--- src/rtl/smul_pkg.sv ---
package smul_pkg;
    typedef enum logic [1:0] {
        ST_IDLE = 2'd0,
        ST_RUN  = 2'd1,
        ST_SIGN = 2'd2
    } smul_state_e;
endpackage

--- src/rtl/smul_magnitude.sv ---
// Converts one operand to its unsigned magnitude and reports its sign.
module smul_magnitude #(
    parameter int W = 32
) (
    input  logic [W-1:0] val_i,
    input  logic         signed_en_i,
    output logic [W-1:0] mag_o,
    output logic         neg_o
);
    always_comb begin
        neg_o = signed_en_i & val_i[W-1];
        // the most negative value maps onto 2^(W-1) as an unsigned magnitude
        mag_o = neg_o ? ({W{1'b0}} - val_i) : val_i;
    end
endmodule

--- src/rtl/smul_step.sv ---
// One shift-add iteration: conditional add into the upper half, then shift right.
module smul_step #(
    parameter int W = 32
) (
    input  logic [W-1:0]   mcand_i,
    input  logic           add_en_i,
    input  logic [2*W-1:0] prod_i,
    output logic [2*W-1:0] prod_o
);
    localparam int PW = 2 * W;

    logic [W:0]   sum;
    logic [W-1:0] addend;

    always_comb begin
        addend = add_en_i ? mcand_i : {W{1'b0}};
        sum    = {1'b0, prod_i[PW-1:W]} + {1'b0, addend};
        // carry bit lands in the top position of the shifted accumulator
        prod_o = {sum, prod_i[W-1:1]};
    end
endmodule

--- src/rtl/smul_apply_sign.sv ---
// Negates the finished magnitude when the result must be negative.
module smul_apply_sign #(
    parameter int W = 32
) (
    input  logic [2*W-1:0] mag_i,
    input  logic           neg_i,
    output logic [2*W-1:0] res_o
);
    always_comb begin
        res_o = neg_i ? ({(2*W){1'b0}} - mag_i) : mag_i;
    end
endmodule

--- src/rtl/smul_seq.sv ---
module smul_seq #(
    parameter int W = 32
) (
    input  logic           clk,
    input  logic           rst_n,
    input  logic           start_i,
    input  logic           signed_i,
    input  logic [W-1:0]   a_i,
    input  logic [W-1:0]   b_i,
    output logic           busy_o,
    output logic           done_o,
    output logic [2*W-1:0] product_o
);
    import smul_pkg::*;

    localparam int PW = 2 * W;
    localparam int CW = (W > 1) ? $clog2(W) : 1;
    localparam logic [CW-1:0] LAST_STEP = CW'(W - 1);

    typedef struct packed {
        smul_state_e    st;
        logic [CW-1:0]  cnt;
        logic [W-1:0]   mcand;
        logic [W-1:0]   mplier;
        logic [PW-1:0]  acc;
        logic           neg;
        logic [PW-1:0]  result;
        logic           done;
    } regs_t;

    regs_t r_q, r_d;

    // operand front end: index 0 is the multiplicand, 1 the multiplier
    logic [W-1:0] op_raw [2];
    logic [W-1:0] op_mag [2];
    logic         op_neg [2];

    assign op_raw[0] = a_i;
    assign op_raw[1] = b_i;

    for (genvar g = 0; g < 2; g++) begin : g_mag
        smul_magnitude #(.W(W)) mag_i (
            .val_i       (op_raw[g]),
            .signed_en_i (signed_i),
            .mag_o       (op_mag[g]),
            .neg_o       (op_neg[g])
        );
    end

    logic [PW-1:0] acc_step;
    logic [PW-1:0] signed_res;

    smul_step #(.W(W)) step_i (
        .mcand_i  (r_q.mcand),
        .add_en_i (r_q.mplier[0]),
        .prod_i   (r_q.acc),
        .prod_o   (acc_step)
    );

    smul_apply_sign #(.W(W)) sign_i (
        .mag_i (r_q.acc),
        .neg_i (r_q.neg),
        .res_o (signed_res)
    );

    always_comb begin
        r_d      = r_q;
        r_d.done = 1'b0;
        unique case (r_q.st)
            ST_IDLE: begin
                if (start_i) begin
                    r_d.st     = ST_RUN;
                    r_d.cnt    = '0;
                    r_d.mcand  = op_mag[0];
                    r_d.mplier = op_mag[1];
                    r_d.acc    = '0;
                    r_d.neg    = op_neg[0] ^ op_neg[1];
                end
            end
            ST_RUN: begin
                r_d.acc    = acc_step;
                r_d.mplier = r_q.mplier >> 1;
                r_d.cnt    = r_q.cnt + 1'b1;
                if (r_q.cnt == LAST_STEP) begin
                    r_d.st = ST_SIGN;
                end
            end
            ST_SIGN: begin
                r_d.result = signed_res;
                r_d.done   = 1'b1;
                r_d.st     = ST_IDLE;
            end
            default: r_d.st = ST_IDLE;
        endcase
    end

    always_ff @(posedge clk or negedge rst_n) begin
        if (!rst_n) begin
            r_q <= '{st: ST_IDLE, cnt: '0, mcand: '0, mplier: '0,
                     acc: '0, neg: 1'b0, result: '0, done: 1'b0};
        end else begin
            r_q <= r_d;
        end
    end

    assign busy_o    = (r_q.st != ST_IDLE);
    assign done_o    = r_q.done;
    assign product_o = r_q.result;
endmodule

--- config.mk ---
export PLATFORM = sky130hd
export DESIGN_NAME = smul_seq
export DESIGN_NICKNAME = d
export VERILOG_FILES = /design/src/rtl/smul_pkg.sv /design/src/rtl/smul_magnitude.sv /design/src/rtl/smul_step.sv /design/src/rtl/smul_apply_sign.sv /design/src/rtl/smul_seq.sv
export SDC_FILE = /design/constraint.sdc
export NUM_CORES = 1
export LEC_CHECK = 0
export ABC_CLOCK_PERIOD_IN_PS = 4650
export BUFFER_PORTS_ARGS = -buffer_cell sky130_fd_sc_hd__clkbuf_2
export CORE_UTILIZATION = 65
export DETAILED_ROUTE_END_ITERATION = 16
export HOLD_SLACK_MARGIN = 0.03
export PLACE_DENSITY_LB_ADDON = 0.1
export SLEW_MARGIN = 15
export SYNTH_ARGS = -nofsm -noshare
export SYNTH_HDL_FRONTEND = slang
export SYNTH_SLANG_ARGS = --single-unit
--- constraint.sdc ---
create_clock -name clk -period 4.65 [get_ports clk]
set_clock_uncertainty 0.15 [all_clocks]
set_input_delay 0.6975 -clock clk [delete_from_list [all_inputs] [get_ports clk]]
set_output_delay 0.6975 -clock clk [all_outputs]
set_load 0.05 [all_outputs]
[Yosys cells after proc, flatten, opt, wreduce, memory -nomap -nowiden]
Index checks and enable logic that the tools add are counted.
Word-level totals
  register bits: 201
  bits in latches: 0
  memory bits (writable): 0
  memory bits (read-only): 0
  input port bits: 68
  word-level logic and storage cells: 37
  memories kept: 0
Cells by class
  $add $sub $neg: 5
  multiply operators: 0
  divide/modulo/power cells: 0
  order comparisons: 0
  eq/ne operators: 5
  shifts and indexed selects: 0
  muxes and demuxes: 10
  bitwise logic cells: 3
  reduce and logical (&&, ||, !) cells: 6
Operators by type and width (number)
  $pmux W96 S2: 1
  $mux W136: 1
  $mux W32: 3
  $mux W64: 1
  $sub A1 B32 Y32 const A: 2
  $sub A1 B64 Y64 const A: 1
  $add A32 B32 Y33: 1
  $pmux W5 S2: 1
  $reduce_and A2 Y1: 3
  $add A5 B1 Y5 const B: 1
  $eq A5 B5 Y1 const B: 1
  $ne A2 B2 Y1 const B: 2
  $pmux W2 S2: 1
  $reduce_bool A2 Y1: 2
  $and A1 B1 Y1: 2
  $eq A2 B1 Y1 const B: 1
  $eq A2 B2 Y1 const B: 1
  $logic_not A2 Y1: 1
  $mux W2: 1
  $mux W1: 1
  $xor A1 B1 Y1: 1

[Longest topological paths before layout]
Gate-level depths: netlist (run 1).
  depth after elaboration: 4
  gate-level depth with buffers: 13
  gate-level depth less buffers: 12

[Modules after synthesis]
A second synthesis (run 1) with hierarchy kept.
Unflattened totals
  cells, all modules: 1544
  area, all modules: 13606.8 um2
By module, submodules not included
  smul_seq: times used 1, cells an instance 790, area each 8323.0 um2, sequential area each 5029.8 um2
  smul_step: times used 1, cells an instance 353, area each 2428.6 um2, sequential area each 0.0 um2
  smul_apply_sign: times used 1, cells an instance 209, area each 1539.0 um2, sequential area each 0.0 um2
  smul_magnitude: times used 2, cells an instance 96, area each 658.1 um2, sequential area each 0.0 um2

[Least setup slack after synthesis (run 1)]
OpenSTA, ideal clock, no wires.
  path type: register -> register
  from: register r_q[130] (netlist bit)
  to: register r_q[127] (netlist bit)
  setup time: 0.124 ns
  arrival: 2.825 ns
  data required time: 4.376 ns
  path slack: 1.550 ns
  cell stages (with the launch flop): 14
  period minus slack after synthesis: 3.100 ns
  cells stage by stage: dfrtp_1 > clkbuf_1 > and2_1 > ha_1 > inv_1 > fa_1 > nand2b_1 > a21oi_1 > o21ai_0 > a31oi_1 > a21oi_1 > o21ai_0 > nor3_1 > a211o_1
On the way
  longest elaborated chain between the ends: 3
RTL lines
  from (decl): RTL line smul_seq.sv:31  | regs_t r_q, r_d;
  from (signal assigned): RTL line smul_seq.sv:99  | r_q <= '{st: ST_IDLE, cnt: '0, mcand: '0, mplier: '0,
  from (signal assigned): RTL line smul_seq.sv:102  | r_q <= r_d;
  $mux W32: RTL line smul_step.sv:16  | addend = add_en_i ? mcand_i : {W{1'b0}};
  $add A32 B32 Y33: RTL line smul_step.sv:17  | sum = {1'b0, prod_i[PW-1:W]} + {1'b0, addend};
  $pmux W96 S2: RTL line smul_seq.sv:69  | unique case (r_q.st)
Every way passes these cells.
A chain may end at the register's enable or synchronous reset.

[Worst setup path after layout (run 1)]
Same ends and word-level chain as after synthesis.

==> summary.txt, run 1 <==
status: completed
final worst-path cycle share: 0.8197
commonest cells after routing, fill and taps aside: nand2_1 (247), o21ai_0 (226), dfrtp_1 (200)
Setup Fix Bufs, Post-CTS: 0
FF-to-FF path depth: 12
Sequential Area: 0.005031 mm²
Critical Path RT: 4.88 ns
flop-to-flop setup slack: 0.84 ns
CTS resizes: 0
cts bufs inserted: 22
GPL Wtd Cong: 0.9334
Final setup viols: 0
nets@finish: 1587
Hold Fails Final Rpt: 0
Max clock buf depth: 3
die area: 0.01970 mm²
std cell rows: 50
arrival time at the worst endpoint: 4.04 ns
post-layout power: 8.510 mW
Fin Setup TNS: 0 ns
largest net degree at the start of global routing: 130
peak supply drop: 0.0002824 V
IO Pins: 134
initial antenna violation count: 0
Post-CTS Hold Fix Bufs: 0
#FFs+latches synth: 201
fraction of layout cells with a size suffix above 1: 0.1274
filler instances: 1487
Max Freq: 0.2624 GHz
Layout area overhead: 7.684%
CTS tree: built
dpl cells: 1690
gr usage total: 0.2865
Syn. warnings: 0
Initial Util: 0.6651
sequential fraction of the synthesis area: 0.4043
CTS clk-pin slew, worst paths: 0.06 ns
CTS H-tree lvls: 1
Startpoint Class: flop
pwr dens: 635.2 mW/mm²
setup slack after layout: 0.8384 ns
DIE WIDTH: 140.3 µm
clock sinks: 201
min Tclk post-route: 3.812 ns
fin cells: 1725
DR WL/cell: 16.05 µm
first-pass GRT wire length: 46220 µm
commonest non-fill, non-tap cell in the layout: nand2_1
core box area: 0.01871 mm²
Residual DRC: 0
Tightest Pin Transition: 0.8829 ns
root buf cell: clkbuf_16
Hold Slack: 0.1601 ns
Routed WL: 27680 µm
drt first pass iters: 5
Max Slew Vio Count: 0
Hold WC Path Type: input pin to asynchronous set/reset pin
port buffer count: 133
post-DP HPWL: 19850 µm
top_reg_cell synth: dfrtp_1
die height: 140.3 µm
number of global-route vias before repair: 9324
syn nets: 1561
worst slack, placed: 0.8539 ns
Initial DRC Count: 683
Synth Cell Area: 0.01244 mm²
Leakage: 5.972 nW
Worst-Skew Late Latency: 0.50 ns
RSZ-0062 raised after global routing: no
Yosys cell types: 62
critical-path maximum fanout: 33
Crit Path Category: flop to flop
# diodes: 0
FFs w/ async S/R, synth: 1.000
Antenna Violating Nets Remaining: 0
remaining global-route overflow: 0
Worst Setup End Kind: flop
Vias per Instance: 5.874
Avg Cell Area, Syn: 8.550 µm²
slew margin rel.: 0.4114
total of max-cap violations: 0
area occupied by multi-input gates: 0.006571 mm²
Post-Syn Instances: 1455
EDFF count, synth: 0
vias: 10132
==> flip-flops by register name, indices dropped and copies added, names as in the netlist <==
register,flops
done_o,1
product_o,64
r_q,136
==> worst paths after layout <==
check | from | to
max in group asynchronous | rst_n | product_o[3]
max reg2reg | r_q[130] | r_q[127]
min | rst_n | product_o[39]
min in group clk | r_q[178] | r_q[178]
max | r_q[130] | r_q[127]
min reg2reg | r_q[178] | r_q[178]
==> final cells by class <==
class,count,area share
Clock buffer,33,0.04726
Multi-Input combinational cell,1091,0.4905
Sequential cell,201,0.3755
Inverter,23,0.006444
Tap cell,234,0.02185
Clock inverter,1,0.0005604
Timing Repair Buffer,142,0.05781
==> power breakdown <==
part	leakage [nW]	switching, mW	internal, mW
sequential	2.32	0.742	2.38
combinational	3.35	2.34	1.45
clock	0.307	0.656	0.929
total	5.97	3.74	4.77
==> routing by layer <==
layer / share of wire / up-vias / track usage
li1: - / 5090 / -
met4: 0.015 / 0 / 0.05957
met3: 0.054 / 29 / 0.03316
met2: 0.45 / 281 / 0.4600
met5: 0 / - / 0
met1: 0.48 / 4732 / 0.4193
==> kinds of logic (layout without fill, tap and decap cells) <==
logic type / count (synthesis) / count (layout) / synth area share
adder cells (fa/ha/maj): 38 / 38 / 0.03882
flip-flops: 201 / 201 / 0.4043
AND/OR/NAND/NOR: 475 / 475 / 0.1773
XOR/XNOR: 149 / 149 / 0.1049
buffers and inverters: 163 / 199 / 0.06970
AO/OA/AOI/OAI: 428 / 428 / 0.2042
multiplexers: 1 / 1 / 0.0008046
==> stage by stage <==
step	util	instance area, µm²
CTS	0.7147	13370
floorplan	-	12440
global placement	0.6805	12730
global route	0.7162	13400
finish	0.7162	13400
detailed placement	0.6805	12730
==> cell usage after synthesis, drive strengths merged, types with 29 or more instances <==
cell type | instances | share of area
ha | 37 | 0.037
a22oi | 30 | 0.018
o31ai | 32 | 0.020
and2 | 36 | 0.018
a21oi | 59 | 0.024
nand2 | 248 | 0.075
xor2 | 102 | 0.072
o21ai | 239 | 0.096
dfrtp | 201 | 0.40
buf | 71 | 0.042
xnor2 | 47 | 0.033
nor2 | 61 | 0.018
clkbuf | 69 | 0.021
nand3 | 29 | 0.012
==> worst max-delay path, cell delays in order (launching register included) <==
cell and delay (ns):
dfrtp_1 0.80, and2_1 0.25, ha_1 0.19, inv_1 0.06
fa_1 0.39, nand2b_1 0.18, a21oi_1 0.25, o21ai_0 0.20
a31oi_1 0.31, a21oi_1 0.16, o21ai_0 0.36, nor3_1 0.11
a211o_1 0.27
Power figures use the tool's default switching activity.
==> run 2, diff against run 1 <==
- ABC_CLOCK_PERIOD_IN_PS: 4650 -> 3600
- CORE_UTILIZATION: 65 -> 60
- clock period: 4.65 -> 3.6 ns (I/O delays scaled with it)
==> run 2 against run 1 <==
  * Worst setup slack worse by 0.59 ns
  * Critical path type unchanged
  * Cell count grew 3.4%
  * Sequential power up 27%
  * Count of clock-buffer cells in the layout shrank 1
==> summary.txt, run 2 (synthesis results as in run 1) <==
status: completed
arrival time at the worst endpoint: 3.59 ns
min Tclk post-route: 3.347 ns
Reg with most FFs: r_q
nets@finish: 1604
Startpoint Class: flop
Worst Setup End Kind: flop
Sw Ratio: 0.4353
Initial DRC Count: 653
Max Freq: 0.2988 GHz
remaining global-route overflow: 0
largest net degree at the start of global routing: 130
IO Pins: 134
peak supply drop: 0.0003153 V
Antenna Violating Nets Remaining: 0
filler instances: 1728
Vias per Instance: 5.758
met1 Track Usage GR: 0.4097
die height: 146.0 µm
CTS H-tree lvls: 1
root buf cell: clkbuf_16
first-pass GRT wire length: 48270 µm
GRT met2 Usage: 0.4337
Routed WL: 28740 µm
slew margin rel.: 0.3250
gr usage total: 0.2746
pwr dens: 828.5 mW/mm²
GR Layer Usage met3: 0.02508
Residual DRC: 0
die area: 0.02131 mm²
Layout area overhead: 10.07%
Final setup viols: 0
initial antenna violation count: 0
Tightest Pin Transition: 1.013 ns
DR WL/cell: 16.12 µm
CTS clk-pin slew, worst paths: 0.06 ns
# diodes: 0
Hold WC Path Type: input pin to flop
final worst-path cycle share: 0.9296
Max clock buf depth: 3
total of max-cap violations: 0
part of the power in registers: 0.350
clock sinks: 201
Initial Util: 0.6129
Worst-Skew Late Latency: 0.51 ns
GPL Wtd Cong: 0.9532
RSZ-0062 raised after global routing: no
NetSw: 4.938 mW
cts bufs inserted: 23
post-DP HPWL: 20860 µm
core box area: 0.02030 mm²
DIE WIDTH: 146.0 µm
clock share of power: 0.200
drt first pass iters: 5
std cell rows: 52
combinational share of power: 0.451
Fin Setup TNS: 0 ns
CTS tree: built
Leakage: 6.120 nW
vias: 10267
Power Internal: 6.406 mW
Max Slew Vio Count: 0
post-layout power: 11.34 mW
number of global-route vias before repair: 9555
port buffer count: 133
commonest non-fill, non-tap cell in the layout: nand2_1
Crit Path Category: flop to flop
max reg flops: 136
critical-path maximum fanout: 7
grt peak-use layer: met2
Critical Path RT: 3.84 ns
fraction of layout cells with a size suffix above 1: 0.1421
Hold Fails Final Rpt: 0
commonest cells after routing, fill and taps aside: nand2_1 (247), o21ai_0 (225), dfrtp_1 (200)
==> run 2: cell types whose count changed in the layout (fill, tap and decap cells not counted) <==
| cell | change |
|---|---|
| clkinv_2 | +5 |
| clkbuf_8 | +3 |
| bufinv_16 | +1 |
| clkinvlp_4 | -1 |
| dlygate4sd3_1 | +1 |
| inv_6 | +1 |
| o21ai_1 | +1 |
| buf_4 | +12 |
| clkinv_4 | +1 |
| clkbuf_1 | -4 |
| buf_12 | +3 |
| o21ai_0 | -1 |
==> run 2: power groups by stage <==
stage	sequential, mW	clock, mW	combinational, mW
CTS	3.95	2.29	5.11
detailed placement	3.98	0	5.09
global placement	3.95	0	4.98
global route	4.08	2.39	5.74
floorplan	3.66	0	4.07
finish	3.97	2.27	5.11
==> run 2: what timing repair did <==
item / 4_1_cts / 5_1_grt
buffers inserted: 0 / 0
hold buffers: 1 / 0
hold endpoints to repair: 77 / 0
resized for setup: 0 / 1
setup endpoints to repair: 0 / 1
==> run 2: cell type report <==
type / count / area, µm² / share of cell area
Sequential cell: 201 / 5031 / 0.3674
Clock buffer: 32 / 659.4 / 0.04815
Inverter: 23 / 86.33 / 0.006305
Tap cell: 270 / 337.8 / 0.02467
Multi-Input combinational cell: 1091 / 6571 / 0.4799
Timing Repair Buffer: 158 / 934.6 / 0.06826
Clock inverter: 8 / 72.57 / 0.005300
==> run 2: worst paths after layout <==
path	slack [ns]	startpoint	to	cells past startpoint
min reg2reg	0.32	r_q[183]	r_q[183]	2
min	0.13	a_i[31]	r_q[193]	3
min in group asynchronous	0.47	rst_n	product_o[38]	2
max in group asynchronous	2.04	rst_n	product_o[0]	3
max reg2reg	0.25	r_q[130]	r_q[127]	12
max	0.25	r_q[130]	r_q[127]	12
==> run 2: critical path, stage by stage (launching register included) <==
cell and delay [ns]:
dfrtp_1 0.41, and2_1 0.21, ha_1 0.21, inv_1 0.06, fa_1 0.39, nand2b_1 0.18, a21oi_1 0.28, o21ai_0 0.21
a31oi_1 0.31, a21oi_1 0.17, o21ai_1 0.27, nor3_1 0.10, a211o_1 0.27
==> run 2: metrics by stage <==
step	hold WS, ns	std cells	utilization	instance area [µm²]	setup WS, ns
CTS	0.1264	1782	0.6732	13670	0.1577
global route	0.1693	1783	0.6746	13690	0.03179
detailed placement	0.3149	1741	0.6366	12920	0.1712
floorplan	0.09441	1455	-	12440	0.5005
finish	0.1321	1783	0.6746	13690	0.2533
global placement	0.3057	1741	0.6366	12920	0.2600
==> run 2: metal layers <==
layer  wire (µm)  vias up  part of all wire
li1            -     5131                 -
met1       13740     4802              0.48
met2       13070      298              0.45
met3        1400       36             0.049
met4         535        0             0.019
met5           0        -                 0
==> run 3, diff against run 2 <==
- ABC_CLOCK_PERIOD_IN_PS: 3600 -> 4100
- CORE_UTILIZATION: 60 -> 65
- clock period: 3.6 -> 4.1 ns (I/O delays scaled with it)
==> run 3 against run 2 <==
  * Register-to-register slack better by 0.20 ns
  * Combinational power down 17%
  * Critical path type unchanged
  * Flip-flop and latch count unchanged
==> summary.txt, run 3 (synthesis results as in run 1) <==
post-DP HPWL: 19490 µm
slew margin rel.: 0.2414
Crit Path Category: flop to flop
min Tclk post-route: 3.645 ns
gr usage total: 0.2825
cts bufs inserted: 22
Tightest Pin Transition: 1.138 ns
die height: 140.3 µm
GPL Wtd Cong: 0.9642
Hold WC Path Type: input pin to flop
IO Pins: 134
clock sinks: 201
clock share of power: 0.204
fin area: 0.01351 mm²
Reg with most FFs: r_q
Max Slew Vio Count: 0
initial antenna violation count: 0
dpl cells: 1692
commonest non-fill, non-tap cell in the layout: nand2_1
core box area: 0.01871 mm²
CTS clk-pin slew, worst paths: 0.06 ns
Max clock buf depth: 3
CTS H-tree lvls: 1
dpl cell area: 0.01274 mm²
Fin Setup TNS: 0 ns
peak supply drop: 0.0003976 V
largest net degree at the start of global routing: 130
Sw Ratio: 0.4343
total of max-cap violations: 0
Hold Fails Final Rpt: 0
Initial DRC Count: 604
DR WL/cell: 15.65 µm
nets@finish: 1590
Final setup viols: 0
fraction of layout cells with a size suffix above 1: 0.1340
Leakage: 6.028 nW
commonest cells after routing, fill and taps aside: nand2_1 (247), o21ai_0 (226), dfrtp_1 (199)
RSZ-0062 raised after global routing: no
CTS tree: built
Layout area overhead: 8.629%
Worst Setup End Kind: flop
Worst-Skew Late Latency: 0.51 ns
remaining global-route overflow: 0
arrival time at the worst endpoint: 3.89 ns
std cell rows: 50
pwr dens: 726.4 mW/mm²
filler instances: 1518
root buf cell: clkbuf_16
max reg flops: 136
Residual DRC: 0
critical-path maximum fanout: 33
post-layout power: 9.817 mW
Vias per Instance: 5.923
DIE WIDTH: 140.3 µm
status: completed
Antenna Violating Nets Remaining: 0
Critical Path RT: 4.35 ns
first-pass GRT wire length: 45890 µm
part of the power in registers: 0.363
Routed WL: 27130 µm
fin cells: 1734
# diodes: 0
port buffer count: 133
drt first pass iters: 7
final worst-path cycle share: 0.8891
die area: 0.01970 mm²
combinational share of power: 0.434
vias: 10271
NetSw: 4.264 mW
Initial Util: 0.6651
number of global-route vias before repair: 9444
Startpoint Class: flop
Max Freq: 0.2743 GHz
Power Internal: 5.553 mW
-- run 3: path summary, 6_finish.rpt --
path	slack, ns	startpoint	depth (start not counted)	endpoint
hold reg to reg	0.32	r_q[183]	2	r_q[183]
max in group asynchronous	2.30	rst_n	3	r_q[65]
min in group asynchronous	0.54	rst_n	2	product_o[39]
setup reg to reg	0.45	r_q[130]	12	r_q[127]
setup / recovery	0.45	r_q[130]	12	r_q[127]
hold / removal	0.23	a_i[1]	3	r_q[163]
-- run 3: through the flow --
| stage | utilization | worst slack (ns) | hold slack [ns] |
|---|---|---|---|
| floorplan | - | 1.001 | 0.1694 |
| global placement | 0.6813 | 0.4367 | 0.3031 |
| detailed placement | 0.6813 | 0.2859 | 0.3156 |
| CTS | 0.7209 | 0.2580 | 0.2188 |
| global route | 0.7225 | 0.1690 | 0.2511 |
| finish | 0.7225 | 0.4549 | 0.2334 |
-- run 3: final cells by class --
class	instances	area, µm²	area share
sequential	201	5032	0.3724
timing repair buffer	145	799.5	0.05916
clock inverter	12	158.9	0.01176
inverter	23	86.33	0.006388
multi-input combinational	1091	6571	0.4863
tap	234	292.8	0.02166
clock buffer	28	573.1	0.04240
-- run 3: critical path, stage by stage (launching register included) --
cell,delay [ns]
dfrtp_2,0.60
and2_1,0.19
ha_1,0.19
inv_1,0.06
fa_1,0.39
nand2b_1,0.18
a21oi_1,0.26
o21ai_0,0.21
a31oi_1,0.30
a21oi_1,0.15
o21ai_0,0.44
nor3_1,0.12
a211o_1,0.28
-- run 3: power by group through the flow --
stage          clock network [mW]  registers (mW)  logic, mW
2_1_floorplan                   0            3.21       3.57
4_1_cts                      2.02            3.54       4.26
3_3_place_gp                    0            3.54       4.12
5_1_grt                      2.10            3.66       4.82
3_5_place_dp                    0            3.57       4.22
6_report                     2.00            3.56       4.26
-- run 3: timing repair --
action	4_1_cts	5_1_grt
setup endpoints to repair	0	1
buffers inserted	0	0
hold buffers	1	0
hold endpoints to repair	72	0
gates resized for setup	0	1
-- run 3: metal layers --
metal,up-vias,GRT usage,wire length [µm]
li1,5093,-,-
met1,4814,0.4118,12670
met2,324,0.4500,12350
met3,40,0.03590,1606
met4,0,0.06767,508
met5,-,0,0
